$ cat config.mk
export PLATFORM = sky130hd
export DESIGN_NAME = spi_sclk_gen
export DESIGN_NICKNAME = d
export VERILOG_FILES = /design/src/rtl/spi_sclk_pkg.sv /design/src/rtl/spi_sclk_cfg.sv /design/src/rtl/spi_sclk_prescale.sv /design/src/rtl/spi_sclk_phase.sv /design/src/rtl/spi_sclk_gen.sv
export SDC_FILE = /design/constraint.sdc
export NUM_CORES = 1
export LEC_CHECK = 0
export ABC_AREA = 1
export CORE_MARGIN = 5
export CORE_UTILIZATION = 55
export CTS_BUF_LIST = sky130_fd_sc_hd__clkbuf_8 sky130_fd_sc_hd__clkbuf_16
export DETAILED_ROUTE_END_ITERATION = 10
export PLACE_DENSITY = 0.78
export REMOVE_ABC_BUFFERS = 1
export SYNTH_ARGS = -nofsm -noshare
export SYNTH_HDL_FRONTEND = slang
export SYNTH_HIERARCHICAL = 1
export SYNTH_SLANG_ARGS = --single-unit
$ cat constraint.sdc
create_clock -name clk_i -period 2.5 [get_ports clk_i]
set_input_delay 0.5 -clock clk_i [delete_from_list [all_inputs] [get_ports clk_i]]
set_output_delay 0.5 -clock clk_i [all_outputs]
set_load 0.02 [all_outputs]
$ cat src/rtl/spi_sclk_pkg.sv
package spi_sclk_pkg;

  localparam int unsigned CFG_W     = 4;
  localparam int unsigned SCALE_MAX = 8;

  typedef struct packed {
    logic [CFG_W-1:0] scale;
    logic [CFG_W-1:0] hi;
    logic [CFG_W-1:0] lo;
  } sclk_cfg_t;

  typedef enum logic [1:0] {
    MODE_BYPASS = 2'd0,
    MODE_DIV    = 2'd1,
    MODE_ERR    = 2'd2
  } sclk_mode_e;

endpackage

$ cat src/rtl/spi_sclk_cfg.sv
module spi_sclk_cfg
  import spi_sclk_pkg::*;
#(
  parameter int unsigned SCALE_LIM = SCALE_MAX
) (
  input  logic       clk_i,
  input  logic       rst_ni,
  input  logic       en_i,
  input  sclk_cfg_t  cfg_i,
  output sclk_cfg_t  cfg_o,
  output sclk_mode_e mode_o
);

  sclk_cfg_t cfg_q;

  // capture only while idle
  always_ff @(posedge clk_i or negedge rst_ni) begin
    if (!rst_ni)    cfg_q <= '0;
    else if (!en_i) cfg_q <= cfg_i;
  end

  logic scale_bad, phase_zero;

  always_comb begin
    scale_bad  = (int'(cfg_q.scale) > int'(SCALE_LIM));
    phase_zero = (cfg_q.hi == '0) || (cfg_q.lo == '0);
    if (scale_bad || ((cfg_q.scale != '0) && phase_zero))
      mode_o = MODE_ERR;
    else if ((cfg_q.scale == '0) && (cfg_q.hi == '0) && (cfg_q.lo == '0))
      mode_o = MODE_BYPASS;
    else
      mode_o = MODE_DIV;
  end

  assign cfg_o = cfg_q;

  AST_CFG_FROZEN: assert property (@(posedge clk_i) disable iff (!rst_ni)
    $past(en_i) |-> $stable(cfg_q));

endmodule

$ cat src/rtl/spi_sclk_prescale.sv
module spi_sclk_prescale
  import spi_sclk_pkg::*;
#(
  parameter int unsigned SCALE_LIM = SCALE_MAX,
  parameter int unsigned EXP_W     = CFG_W
) (
  input  logic             clk_i,
  input  logic             rst_ni,
  input  logic             run_i,
  input  logic [EXP_W-1:0] scale_i,
  output logic             tick_o
);

  localparam int unsigned CNT_W = (SCALE_LIM > 0) ? SCALE_LIM : 1;

  logic [CNT_W-1:0] cnt_q;
  logic [CNT_W:0]   span;
  logic [CNT_W-1:0] limit;

  assign span   = (CNT_W+1)'(1) << scale_i;
  assign limit  = CNT_W'(span - 1'b1);
  assign tick_o = run_i && (cnt_q == limit);

  always_ff @(posedge clk_i or negedge rst_ni) begin
    if (!rst_ni)     cnt_q <= '0;
    else if (!run_i) cnt_q <= '0;
    else if (tick_o) cnt_q <= '0;
    else             cnt_q <= cnt_q + 1'b1;
  end

  AST_TICK_SPACED: assert property (@(posedge clk_i) disable iff (!rst_ni)
    (tick_o && (scale_i != '0)) |=> (!tick_o || (scale_i == '0)));

endmodule

$ cat src/rtl/spi_sclk_phase.sv
module spi_sclk_phase
  import spi_sclk_pkg::*;
#(
  parameter int unsigned CNT_W = CFG_W
) (
  input  logic             clk_i,
  input  logic             rst_ni,
  input  logic             run_i,
  input  logic             tick_i,
  input  logic [CNT_W-1:0] hi_i,
  input  logic [CNT_W-1:0] lo_i,
  output logic             sclk_o,
  output logic             rise_o,
  output logic             fall_o
);

  logic [CNT_W-1:0] hi_eff, lo_eff, lim, ph_cnt_q;
  logic             sclk_q, sclk_prev_q;

  // zero count means a single tick
  assign hi_eff = (hi_i == '0) ? CNT_W'(1) : hi_i;
  assign lo_eff = (lo_i == '0) ? CNT_W'(1) : lo_i;
  assign lim    = sclk_q ? hi_eff : lo_eff;

  always_ff @(posedge clk_i or negedge rst_ni) begin
    if (!rst_ni) begin
      sclk_q   <= 1'b0;
      ph_cnt_q <= '0;
    end else if (!run_i) begin
      sclk_q   <= 1'b0;
      ph_cnt_q <= '0;
    end else if (tick_i) begin
      if (ph_cnt_q == lim - 1'b1) begin
        sclk_q   <= ~sclk_q;
        ph_cnt_q <= '0;
      end else begin
        ph_cnt_q <= ph_cnt_q + 1'b1;
      end
    end
  end

  always_ff @(posedge clk_i or negedge rst_ni) begin
    if (!rst_ni) sclk_prev_q <= 1'b0;
    else         sclk_prev_q <= sclk_q;
  end

  assign sclk_o = sclk_q;
  assign rise_o = sclk_q & ~sclk_prev_q;
  assign fall_o = ~sclk_q & sclk_prev_q;

  AST_IDLE_LOW: assert property (@(posedge clk_i) disable iff (!rst_ni)
    !run_i |=> !sclk_o);
  AST_MOVE_ON_TICK: assert property (@(posedge clk_i) disable iff (!rst_ni)
    (run_i && !tick_i) |=> (sclk_o == $past(sclk_o)));
  AST_EDGE_EXCL: assert property (@(posedge clk_i) disable iff (!rst_ni)
    $onehot0({rise_o, fall_o}));
  AST_RISE_MARK: assert property (@(posedge clk_i) disable iff (!rst_ni)
    $rose(sclk_o) |-> rise_o);

endmodule

$ cat src/rtl/spi_sclk_gen.sv
module spi_sclk_gen
  import spi_sclk_pkg::*;
(
  input  logic       clk_i,
  input  logic       rst_ni,
  input  logic       en_i,
  input  logic [3:0] scale_i,
  input  logic [3:0] hi_i,
  input  logic [3:0] lo_i,
  output logic       sclk_o,
  output logic       cfg_err_o,
  output logic       rise_o,
  output logic       fall_o
);

  sclk_cfg_t  cfg_in, cfg_q;
  sclk_mode_e mode;
  logic       run, tick;

  assign cfg_in = '{scale: scale_i, hi: hi_i, lo: lo_i};

  spi_sclk_cfg #(.SCALE_LIM(SCALE_MAX)) i_cfg (
    .clk_i (clk_i),
    .rst_ni(rst_ni),
    .en_i  (en_i),
    .cfg_i (cfg_in),
    .cfg_o (cfg_q),
    .mode_o(mode)
  );

  assign run       = en_i && (mode != MODE_ERR);
  assign cfg_err_o = (mode == MODE_ERR);

  spi_sclk_prescale #(.SCALE_LIM(SCALE_MAX), .EXP_W(CFG_W)) i_prescale (
    .clk_i  (clk_i),
    .rst_ni (rst_ni),
    .run_i  (run),
    .scale_i(cfg_q.scale),
    .tick_o (tick)
  );

  spi_sclk_phase #(.CNT_W(CFG_W)) i_phase (
    .clk_i (clk_i),
    .rst_ni(rst_ni),
    .run_i (run),
    .tick_i(tick),
    .hi_i  (cfg_q.hi),
    .lo_i  (cfg_q.lo),
    .sclk_o(sclk_o),
    .rise_o(rise_o),
    .fall_o(fall_o)
  );

  AST_ERR_HOLDS_IDLE: assert property (@(posedge clk_i) disable iff (!rst_ni)
    cfg_err_o |=> !sclk_o);
  AST_BYPASS_TOGGLE: assert property (@(posedge clk_i) disable iff (!rst_ni)
    (run && (mode == MODE_BYPASS)) |=> (sclk_o != $past(sclk_o)));

endmodule

==> summary.txt <==
Status
  – Outcome: complete, no violations

Worst hold path
  – Hold path cells: 1
  – Worst Hold End: i_prescale/cnt_q[0]$_DFF_PN0_
  – Hold Crit Class: reg2reg
  – Hold path startpoint: i_prescale/cnt_q[0]$_DFF_PN0_

Global routing
  – All-layer global routing usage: approximately 18%
  – Vias in the first global route: 1407
  – Initial antenna violation count: 0
  – Global-route wire length before repair: a little over 6 mm
  – Largest net degree at the start of global routing: 27
  – Global route overflow: 0

Clock tree
  – Worst-path clk slew: roughly 0.090 ns
  – H-tree level count: 1
  – Sink Count: 26
  – Max clock buf depth: 2
  – CTS Root Cell: clkbuf_8
  – CTS buffer count: 3
  – Clk Latency, worst-skew pair: about 0.27 ns
  – TritonCTS clock tree: yes

Power and ir drop
  – Reg power frac: around 44%
  – Internal power: 0.789 mW
  – Lkg Pwr: about 1.1 nW
  – Comb pwr share: 25.0%
  – Clk pwr share: between 30% and 40%
  – PwrDens: 523 nW/um^2
  – Switching part of the total: about 29%
  – Max rail drop VDD: 0.000286 V
  – Switching power: between 0.3 and 0.4 mW

STA
  – Period utilisation layout: approximately 89%
  – Clock skew: approximately 0.0042 ns
  – Final Hold Viols: 0
  – Max_slew headroom: between 70% and 80%
  – Peak Freq: between 400 and 500 MHz
  – # setup viols final: 0
  – Worst-Margin Slew: roughly 0.43 ns
  – Fin crit period: around 2.2 ns
  – Final Slew Violations: 0
  – Setup ws final: between 0.2 and 0.3 ns
  – Fin Setup TNS: 0 ns
  – RSZ-0062 raised after global routing: false

Worst setup path
  – Crit end category: register
  – R2R cell count: 16
  – CP max FO: 4
  – Reg2reg setup slack: 0.29 ns
  – Critical path arrival: ~2.4 ns
  – Worst EP required: approximately 2.7 ns
  – Capture point of the worst reg-to-reg path: i_phase/ph_cnt_q[3]$_DFFE_PN0P_
  – CP Launch Type: register
  – Reg-to-Reg Start: i_cfg/cfg_o[8]$_DFFE_PN0N_
  – Setup Crit Path Kind: reg2reg

Synthesis
  – Count of mapped cells out of synthesis: 234
  – Proportion of netlist area held by the largest area contributor: 36.6%
  – Average size of a mapped cell: approximately 7.6 um^2
  – Area leader, netlist: dfrtp_1
  – Post-synthesis sequential area ratio: a little over a third
  – Synth Area in Simple Gates: 37.2%
  – Proportion of synthesized area in mux cells: under 10%
  – Yosys warnings: 6
  – #FFs+latches synth: 26
  – Largest family of logic cells by synthesized area: simple AND/OR/NAND/NOR gates
  – Number of enable flip-flop cells after synthesis: 0
  – Cell area after synthesis: 1780 um^2
  – Primary FF master, synth: dfrtp_1
  – Ys async rst share: 100%
  – Library cells used by synthesis: 27
  – Synth Area in Compound Gates: between 2 and 3%
  – Post-synthesis adder-cell area fraction: under 10%
  – Ranking of synthesized cells by area: dfrtp_1 (37%), nand2_1 (14%), mux2_4 (6.8%), nor2_1 (6.8%), inv_1 (5.5%)
  – Post-synthesis xor/xnor area fraction: under 10%

Final layout
  – Multi-input logic area: about 990 um^2
  – Seq. cell area: about 650 um^2
  – Synthesis-to-layout area growth: 19.7%
  – Layout fillers: between 200 and 300
  – Share of cells above drive strength 1: between 20% and 30%
  – Ant diodes: 0
  – Fin nets: 280

Place
  – DP HPWL: ~2.7 mm
  – Routability congestion estimate from global placement: 0.878
  – DP Worst Slack: 0.198 ns
  – IO Port Bufs: 18

Route
  – 1st-iter DRT viols: between 70 and 80
  – # DRC: 0
  – Total Wirelength: 3.45 mm
  – ANT nets after route: 0
  – Via count: about 1500
  – Drt first pass iters: 4
  – DR vias/cell: between 4 and 5
  – Routed WL per cell: ~11 um

Floorplan
  – Die Y: approximately 67 um
  – Initial Utilization: 57.7%
  – Die X: between 60 and 70 um
  – Core area: between 3000 and 4000 um^2
  – Site Rows: 20
  – I/O pin count: 19
  – Die area: around 4500 um^2

Flow run
  – Max cap viols: 0
worst max-delay path: stages, from the launching register on:
cell     delay, ns
dfrtp_1       0.43
buf_4         0.18
nor2_4        0.10
nand2_2       0.06
ha_1          0.29
inv_1         0.04
nand2_1       0.05
nand2_1       0.04
nor2_1        0.08
nand3_1       0.08
nor2_2        0.14
nand3_2       0.12
inv_2         0.09
nor2_2        0.06
nor2_1        0.13
xor2_1        0.15
nor2_1        0.06
Yosys cell counts, types with 2 or more instances:
master and instances:
buf_6 2, dfrtp_1 26, ha_1 4, inv_1 26, inv_2 7, mux2_2 3
mux2_4 8, nand2_1 66, nand2_2 7, nand2_4 2, nand3_1 14, nand4_1 2
nor2_1 32, nor2_2 15, nor2_4 2, o21ai_0 2, xor2_1 6
metrics by stage:
stage | total power [mW] | instances | utilization, % | hold slack (ns) | area (um^2)
floorplan | 0.677 | 232 | - | 0.204 | 1750
global placement | 0.764 | 300 | 66.1 | 0.492 | 2030
detailed placement | 0.768 | 300 | 66.1 | 0.492 | 2030
CTS | 1.12 | 304 | 68.4 | 0.506 | 2110
global route | 1.19 | 304 | 69.1 | 0.520 | 2130
finish | 1.11 | 304 | 69.1 | 0.500 | 2130
flip-flops by register name, summed over array words and instances, names as in the netlist:
| register | cells |
|---|---|
| i_prescale/cnt_q | 8 |
| i_phase/sclk_o | 1 |
| i_phase/sclk_prev_q | 1 |
| i_cfg/cfg_o | 12 |
| i_phase/ph_cnt_q | 4 |
placed cells by master, fill, tap and decap left out, drive strengths merged:
master and instances:
inv 34, o21bai 1, a21oi 2, ha 4, xnor2 1, nand3 15
nor2 49, clkdlybuf4s50 17, nor3 1, xor2 6, bufinv 1, dlymetal6s2s 1
buf 6, dfrtp 26, mux2 11, nand4 2, nand2 75, clkbuf 3
nand3b 1, o21ai 4
how the worst max path moves through the flow:
stage                               startpoint                              end  slack (ns)  cells past startpoint
global placement    i_cfg/cfg_o[8]$_DFFE_PN0N_  i_phase/ph_cnt_q[2]$_DFFE_PN0P_        0.24                     19
CTS                 i_cfg/cfg_o[1]$_DFFE_PN0N_                        cfg_err_o        0.07                      8
finish              i_cfg/cfg_o[8]$_DFFE_PN0N_  i_phase/ph_cnt_q[3]$_DFFE_PN0P_        0.29                     16
floorplan           i_cfg/cfg_o[8]$_DFFE_PN0N_  i_phase/ph_cnt_q[3]$_DFFE_PN0P_        0.18                     17
detailed placement                        en_i  i_phase/ph_cnt_q[3]$_DFFE_PN0P_        0.20                     13
global route        i_cfg/cfg_o[9]$_DFFE_PN0N_  i_phase/ph_cnt_q[3]$_DFFE_PN0P_        0.04                     17
layout make-up:
type | instances | area share (%)
multi-input cells | 172 | 46.5
flip-flops and latches | 26 | 30.6
well taps | 44 | 2.59
inverters | 34 | 6.24
repair buffers | 24 | 10.7
clock buffers | 3 | 1.94
clock inverters | 1 | 1.41
power by group through the flow:
stage                     registers (mW)  clock network [mW]  logic (mW)
after global placement             0.493                   0       0.271
after detailed placement           0.494                   0       0.275
after CTS                          0.485               0.355       0.278
final                              0.488               0.347       0.278
after floorplan                    0.487                   0       0.189
after global routing               0.494               0.378       0.320
what timing repair did:
| item | 4_1_cts | 5_1_grt |
|---|---|---|
| setup buffers | 0 | 0 |
| endpoints found under the setup margin | 0 | 4 |
| hold buffers | 0 | 0 |
| resized for setup | 0 | 8 |
logic make-up after synthesis:
logic type | count (synthesis)
XOR/XNOR | 7
buffers and inverters | 36
flip-flops | 26
AO/OA/AOI/OAI | 7
adder cells (fa/ha/maj) | 4
multiplexers | 11
AND/OR/NAND/NOR | 143
routing by layer:
layer	track usage, %	wire length, um
met5	0	0
met4	3.81	14
met3	3.04	100
met2	29.5	1690
met1	24.6	1640
Note: power is estimated with default switching activity, not from simulation.
